### config.mk
export PLATFORM = sky130hd
export DESIGN_NAME = serial_word_loader
export DESIGN_NICKNAME = d
export VERILOG_FILES = /design/src/rtl/slw_pkg.sv /design/src/rtl/slw_sync.sv /design/src/rtl/slw_async_rx.sv /design/src/rtl/slw_shift_path.sv /design/src/rtl/serial_word_loader.sv
export SDC_FILE = /design/constraint.sdc
export NUM_CORES = 1
export LEC_CHECK = 0
export ABC_AREA = 1
export ABC_CLOCK_PERIOD_IN_PS = 1400
export CORE_UTILIZATION = 53
export CTS_CLUSTER_SIZE = 25
export DETAILED_ROUTE_END_ITERATION = 6
export PLACE_DENSITY_LB_ADDON = 0.25
export SYNTH_ARGS = -nofsm -noshare
export SYNTH_HDL_FRONTEND = slang
export SYNTH_HIERARCHICAL = 1
export SYNTH_SLANG_ARGS = --single-unit
### constraint.sdc
create_clock -name clk -period 1.4 [get_ports clk]
set_input_delay 0.35 -clock clk [delete_from_list [all_inputs] [get_ports clk]]
set_output_delay 0.35 -clock clk [all_outputs]
set_load 0.005 [all_outputs]
### src/rtl/slw_pkg.sv
package slw_pkg;
   typedef enum logic [1:0] {
      RX_IDLE  = 2'd0,
      RX_START = 2'd1,
      RX_DATA  = 2'd2,
      RX_STOP  = 2'd3
   } rx_state_t;
endpackage

### src/rtl/slw_sync.sv
module slw_sync #(
   parameter int STAGES = 2
) (
   input  logic clk,
   input  logic rst_n,
   input  logic d,
   output logic q
);
   logic [STAGES-1:0] chain;

   generate
      if (STAGES < 2) begin : g_bad_stages
         $error("slw_sync: STAGES must be at least 2");
      end
   endgenerate

   always_ff @(posedge clk) begin
      if (!rst_n) chain <= '1;
      else        chain <= {chain[STAGES-2:0], d};
   end

   assign q = chain[STAGES-1];
endmodule

### src/rtl/slw_async_rx.sv
module slw_async_rx
   import slw_pkg::*;
#(
   parameter int BYTE_W = 8,
   parameter int OSR    = 16
) (
   input  logic              clk,
   input  logic              rst_n,
   input  logic              en,
   input  logic              rx,
   output logic              byte_valid,
   output logic              frame_bad,
   output logic [BYTE_W-1:0] byte_out
);
   localparam int CNT_W = $clog2(OSR);
   localparam int BIT_W = (BYTE_W > 2) ? $clog2(BYTE_W) : 1;
   localparam logic [CNT_W-1:0] CNT_MID  = CNT_W'(OSR/2 - 1);
   localparam logic [CNT_W-1:0] CNT_LAST = CNT_W'(OSR - 1);
   localparam logic [BIT_W-1:0] BIT_LAST = BIT_W'(BYTE_W - 1);

   rx_state_t         state;
   logic [CNT_W-1:0]  os_cnt;
   logic [BIT_W-1:0]  bit_cnt;
   logic [BYTE_W-1:0] shreg;
   logic              rx_prev;

   always_ff @(posedge clk) begin
      if (!rst_n) begin
         state      <= RX_IDLE;
         os_cnt     <= '0;
         bit_cnt    <= '0;
         shreg      <= '0;
         rx_prev    <= 1'b1;
         byte_valid <= 1'b0;
         frame_bad  <= 1'b0;
      end else begin
         byte_valid <= 1'b0;
         frame_bad  <= 1'b0;
         rx_prev    <= rx;
         if (!en) begin
            state <= RX_IDLE;
         end else begin
            unique case (state)
               RX_IDLE: begin
                  if (rx_prev && !rx) begin
                     state  <= RX_START;
                     os_cnt <= '0;
                  end
               end
               RX_START: begin
                  if (os_cnt == CNT_MID) begin
                     os_cnt  <= '0;
                     bit_cnt <= '0;
                     state   <= rx ? RX_IDLE : RX_DATA;
                  end else begin
                     os_cnt <= os_cnt + 1'b1;
                  end
               end
               RX_DATA: begin
                  if (os_cnt == CNT_LAST) begin
                     os_cnt <= '0;
                     shreg  <= {rx, shreg[BYTE_W-1:1]};
                     if (bit_cnt == BIT_LAST) state <= RX_STOP;
                     else                     bit_cnt <= bit_cnt + 1'b1;
                  end else begin
                     os_cnt <= os_cnt + 1'b1;
                  end
               end
               RX_STOP: begin
                  if (os_cnt == CNT_LAST) begin
                     os_cnt     <= '0;
                     byte_valid <= rx;
                     frame_bad  <= !rx;
                     state      <= RX_IDLE;
                  end else begin
                     os_cnt <= os_cnt + 1'b1;
                  end
               end
               default: state <= RX_IDLE;
            endcase
         end
      end
   end

   assign byte_out = shreg;
endmodule

### src/rtl/slw_shift_path.sv
module slw_shift_path #(
   parameter int WORD_W = 16,
   parameter int BYTE_W = 8
) (
   input  logic              clk,
   input  logic              rst_n,
   input  logic              bit_en,
   input  logic              bit_in,
   input  logic              byte_en,
   input  logic [BYTE_W-1:0] byte_in,
   output logic [WORD_W-1:0] word
);
   always_ff @(posedge clk) begin
      if (!rst_n)       word <= '0;
      else if (byte_en) word <= {word[WORD_W-BYTE_W-1:0], byte_in};
      else if (bit_en)  word <= {word[WORD_W-2:0], bit_in};
   end
endmodule

### src/rtl/serial_word_loader.sv
module serial_word_loader #(
   parameter int WORD_W      = 16,
   parameter int OSR         = 16,
   parameter int SYNC_STAGES = 2
) (
   input  logic              clk,
   input  logic              rst_n,
   input  logic              mode_async,
   input  logic              din,
   input  logic              sclk,
   input  logic              latch_req,
   output logic              sdout,
   output logic [WORD_W-1:0] dac_code,
   output logic              proto_err,
   output logic              frame_err
);
   localparam int BYTE_W = WORD_W / 2;

   generate
      if (WORD_W % 2 != 0 || WORD_W < 4) begin : g_bad_word
         $error("serial_word_loader: WORD_W must be even and at least 4");
      end
      if (OSR < 4) begin : g_bad_osr
         $error("serial_word_loader: OSR must be at least 4");
      end
   endgenerate

   logic              sclk_q, latch_q;
   logic              sclk_rise, latch_rise;
   logic              din_s;
   logic              rx_valid, rx_bad;
   logic [BYTE_W-1:0] rx_byte;
   logic [WORD_W-1:0] sr;
   logic              half_q;
   logic              sync_shift, sync_clash;

   // edge detectors track the pins across reset
   always_ff @(posedge clk) begin
      sclk_q  <= sclk;
      latch_q <= latch_req;
   end

   assign sclk_rise  = sclk && !sclk_q;
   assign latch_rise = latch_req && !latch_q;
   assign sync_shift = !mode_async && sclk_rise && !latch_req;
   assign sync_clash = !mode_async && sclk_rise && latch_req;

   slw_sync #(.STAGES(SYNC_STAGES)) u_sync (
      .clk   (clk),
      .rst_n (rst_n),
      .d     (din),
      .q     (din_s)
   );

   slw_async_rx #(.BYTE_W(BYTE_W), .OSR(OSR)) u_rx (
      .clk        (clk),
      .rst_n      (rst_n),
      .en         (mode_async),
      .rx         (din_s),
      .byte_valid (rx_valid),
      .frame_bad  (rx_bad),
      .byte_out   (rx_byte)
   );

   slw_shift_path #(.WORD_W(WORD_W), .BYTE_W(BYTE_W)) u_path (
      .clk     (clk),
      .rst_n   (rst_n),
      .bit_en  (sync_shift),
      .bit_in  (din),
      .byte_en (mode_async && rx_valid),
      .byte_in (rx_byte),
      .word    (sr)
   );

   always_ff @(posedge clk) begin
      if (!rst_n) begin
         dac_code  <= '0;
         half_q    <= 1'b0;
         proto_err <= 1'b0;
         frame_err <= 1'b0;
      end else if (mode_async) begin
         if (rx_bad) begin
            half_q    <= 1'b0;
            frame_err <= 1'b1;
         end else if (rx_valid) begin
            half_q <= !half_q;
            if (half_q) dac_code <= {sr[BYTE_W-1:0], rx_byte};
         end
      end else begin
         if (sync_clash) proto_err <= 1'b1;
         if (latch_rise) dac_code  <= sr;
      end
   end

   assign sdout = sr[WORD_W-1];
endmodule

==> results.yml <==
finish:
  mostFrequentLayoutCell: "nand2_1"
  syn_to_final_growth_pct: 25.2
  fillCellCount: 449
  final_util_pct: 70.7
  seqCellArea_mm2: 0.00120
  instances_no_fill: 586
  final_cell_mix: "106 x nand2_1, 74 x nor2_1, 73 x inv_1"
  drive_above_1_share_pct: 25.9
  multi_input_area_mm2: 0.00162
  finalNetCount: 518
  antenna_cells: 0
sta:
  min_period_ns: 1.38
  setup_violations: 0
  worst_slew_pin_slew_ns: 0.279
  min_period_over_period_pct: 98.8
  rsz0062_at_grt: "true"
  hold_violations: 0
  fmax_mhz: 723
  finalMaxSlewViolations: 0
  slew_headroom_pct: 81.4
  clock_skew_ns: 0.00880
drt:
  antenna_left: 0
  wl_per_cell_um: 11.8
  finalWirelength_mm: 6.89
  drc: 0
  via_count: 2868
  drtIter0Drc: 348
  dr.pass1.iters: 5
  vias_per_cell: 4.89
synthesis:
  synth_compound_area_share_pct: 8.07
  synth_seq_cells: 59
  synth_xor_area_share_pct: 0.273
  synthAdderAreaFrac_pct: 1.17
  synth_area_mm2: 0.00321
  synth.mux.area_fraction_pct: 0
  synth_cell_types: 30
  synthSimpleGateAreaFrac_pct: 38.2
  ys_seq_area_share_pct: 36.8
  synth.avg_cell_area_um2: 6.91
  synth_top_family_by_area: "simple AND/OR/NAND/NOR gates"
  synth_cells: 464
  syn_nets: 473
  ys_warn_count: 6
placement:
  globalplace.congestion: 0.806
  place_inst: 566
  port_buffers: 24
  dpl.hpwl_mm: 4.79
status:
  outcome: "complete, no violations"
power:
  power_mw: 3.86
  leakage_nw: 1.92
  ir_worst_vdd_uv: 861
  cellPowerDensity_mw_per_mm2: 961
critical_path:
  critPathCaptureType: "flip-flop"
  worstPathArrival_ns: 1.62
  r2r-end: "u_rx/bit_cnt[1]$_SDFFE_PN0P_"
  crit_fanout: 6
  critPathKind: "reg2reg"
  max_stage_delay_ns: 0.34
  reg2reg_from: "u_rx/bit_cnt[0]$_SDFFE_PN0P_"
  cp-start-kind: "flip-flop"
  crit_family: "simple AND/OR/NAND/NOR gates"
  path_common_cell: "nand2_1"
  cp_data_required_time_ns: 1.63
  reg2reg_slack_ns: 0.02
  worst_r2r_path_depth: 9
  crit_chain: "ha_4 -> ha_4 -> nand3b_1 -> nand2_1 -> nand2_2 -> nor2_4 -> nand2_1 -> nand2_1 -> nor2_1"
  crit_buf_inv: 0
  crit_slowest_cell: "dfxtp_2"
global_route:
  grtUsageMet2_pct: 40.9
  busiest_layer: "met2"
  grt_usage_pct: 23.7
  grtUsageMet3_pct: 4.11
  antenna_found_initial: 0
  grt_util_met1_pct: 28.4
  grt_max_degree: 34
  grt_pass1_vias: 2748
  overflow: 0
  grt_pass1_wl_mm: 11.7
hold_path:
  hold_end: "sclk_q$_DFF_P_"
  min-delay-start: "sclk"
  hp-class: "in2reg"
  worstHoldPathCells: 1
clocking:
  hold_buffers: 0
  root_buffer: "clkbuf_8"
  insertion_delay_ns: 0.34
  clk_path_buf_depth: 2
  clkSinkCount: 59
  cts_tree: "yes"
  numCtsBuffers: 9
  cts.clk_slew.worst_paths_ns: 0.07
  htreeDepth: 3
floorplanning:
  fp.dieArea_mm2: 0.00637
  core_area_mm2: 0.00568
  die_w_um: 79.8
  die-height_um: 79.8
  rows: 27
  io_pins: 25
  start_util_pct: 56.5
flow_run:
  maxCapViolCount: 0
[power by group]
part / internal (mW) / total (mW) / switching, mW
clock: 1.10 / 1.76 / 0.667
combinational: 0.159 / 0.357 / 0.199
sequential: 1.71 / 1.74 / 0.0233
total: 2.97 / 3.86 / 0.889
[layer usage]
metal	vias to the layer above	share of wire, %
li1	1499	-
met1	1312	46
met2	45	49
met3	12	2.8
met4	0	2.0
met5	-	0
[stage by stage]
| step | TNS, ns | worst slack (ns) | hold WS (ns) | instance area (µm²) |
|---|---|---|---|---|
| 3_3_place_gp | -16.78 | -0.417 | 0.396 | 3650 |
| 2_1_floorplan | 0 | 0.0195 | 0.378 | 3210 |
| 3_5_place_dp | -17.32 | -0.424 | 0.398 | 3650 |
| 5_1_grt | -0.438 | -0.125 | 0.355 | 4020 |
| 4_1_cts | 0 | 0.00411 | 0.304 | 3980 |
| 6_report | 0 | 0.0174 | 0.354 | 4020 |
[state kept, by name, summed over array words and instances (netlist names), named ones only]
register and flops:
half_q 1, u_rx/state 1, u_rx/bit_cnt 3, frame_err 1
sclk_q 1, u_rx/byte_out 8, u_rx/rx_prev 1, u_path/word 16
u_rx/byte_valid 1, dac_code 16, latch_q 1, u_rx/os_cnt 4
u_rx/frame_bad 1, u_sync/chain 2, proto_err 1
[worst max path at each step]
stage                                 startpoint                           end  slack [ns]  depth (start not counted)
floorplan                             mode_async   u_path/word[5]$_SDFFE_PN0P_        0.02                         10
CTS                 u_rx/bit_cnt[1]$_SDFFE_PN0P_  u_rx/bit_cnt[1]$_SDFFE_PN0P_       0.004                          9
global placement                      mode_async  u_path/word[12]$_SDFFE_PN0P_       -0.42                          8
detailed placement                    mode_async   u_path/word[6]$_SDFFE_PN0P_       -0.42                         12
global route        u_rx/bit_cnt[0]$_SDFFE_PN0P_  u_rx/bit_cnt[1]$_SDFFE_PN0P_       -0.12                          9
finish              u_rx/bit_cnt[0]$_SDFFE_PN0P_  u_rx/bit_cnt[1]$_SDFFE_PN0P_        0.02                          9
[repair_timing]
| item | in CTS | in global routing |
|---|---|---|
| pin swaps | 6 | 8 |
| endpoints found under the setup margin | 53 | 18 |
| cloned | 1 | 0 |
| gates resized for setup | 50 | 9 |
| buffers inserted | 3 | 1 |
[layout make-up]
class                   instances  share of cell area (%)
clock buffers                  12                    3.86
multi-input cells             303                    40.3
clock inverters                 4                    1.81
repair buffers                 54                    14.1
flip-flops and latches         59                    29.9
inverters                      82                    7.85
well taps                      72                    2.24
[logic make-up after synthesis]
family | count (synthesis)
fa+ha+maj | 3
compound gates | 36
buf+inv | 102
xor+xnor | 1
flops | 59
simple gates | 263
[cell usage after synthesis]
library cell	number	area, µm²
nand2_1	108	405
inv_1	75	282
nor2_1	75	282
dfxtp_1	59	1180
nand3_1	36	180
a21oi_2	17	149
nor2_2	17	106
nand3_2	15	150
o21ai_0	10	50.1
a21oi_1	7	35.0
buf_6	7	78.8
buf_4	5	37.5
inv_2	5	18.8
buf_2	3	15.0
buf_8	3	45.0
ha_1	3	37.5
clkbuf_1	2	7.51
nand2_2	2	12.5
nand3b_1	2	15.0
nand4_1	2	12.5
nor3_1	2	10.0
clkinv_2	1	5.00
inv_4	1	6.26
nand2_4	1	11.3
nand3_4	1	17.5
nor2_4	1	11.3
nor4_2	1	12.5
o21ai_2	1	8.76
o21ai_4	1	16.3
xor2_1	1	8.76
(Power assumes the default switching activity.)
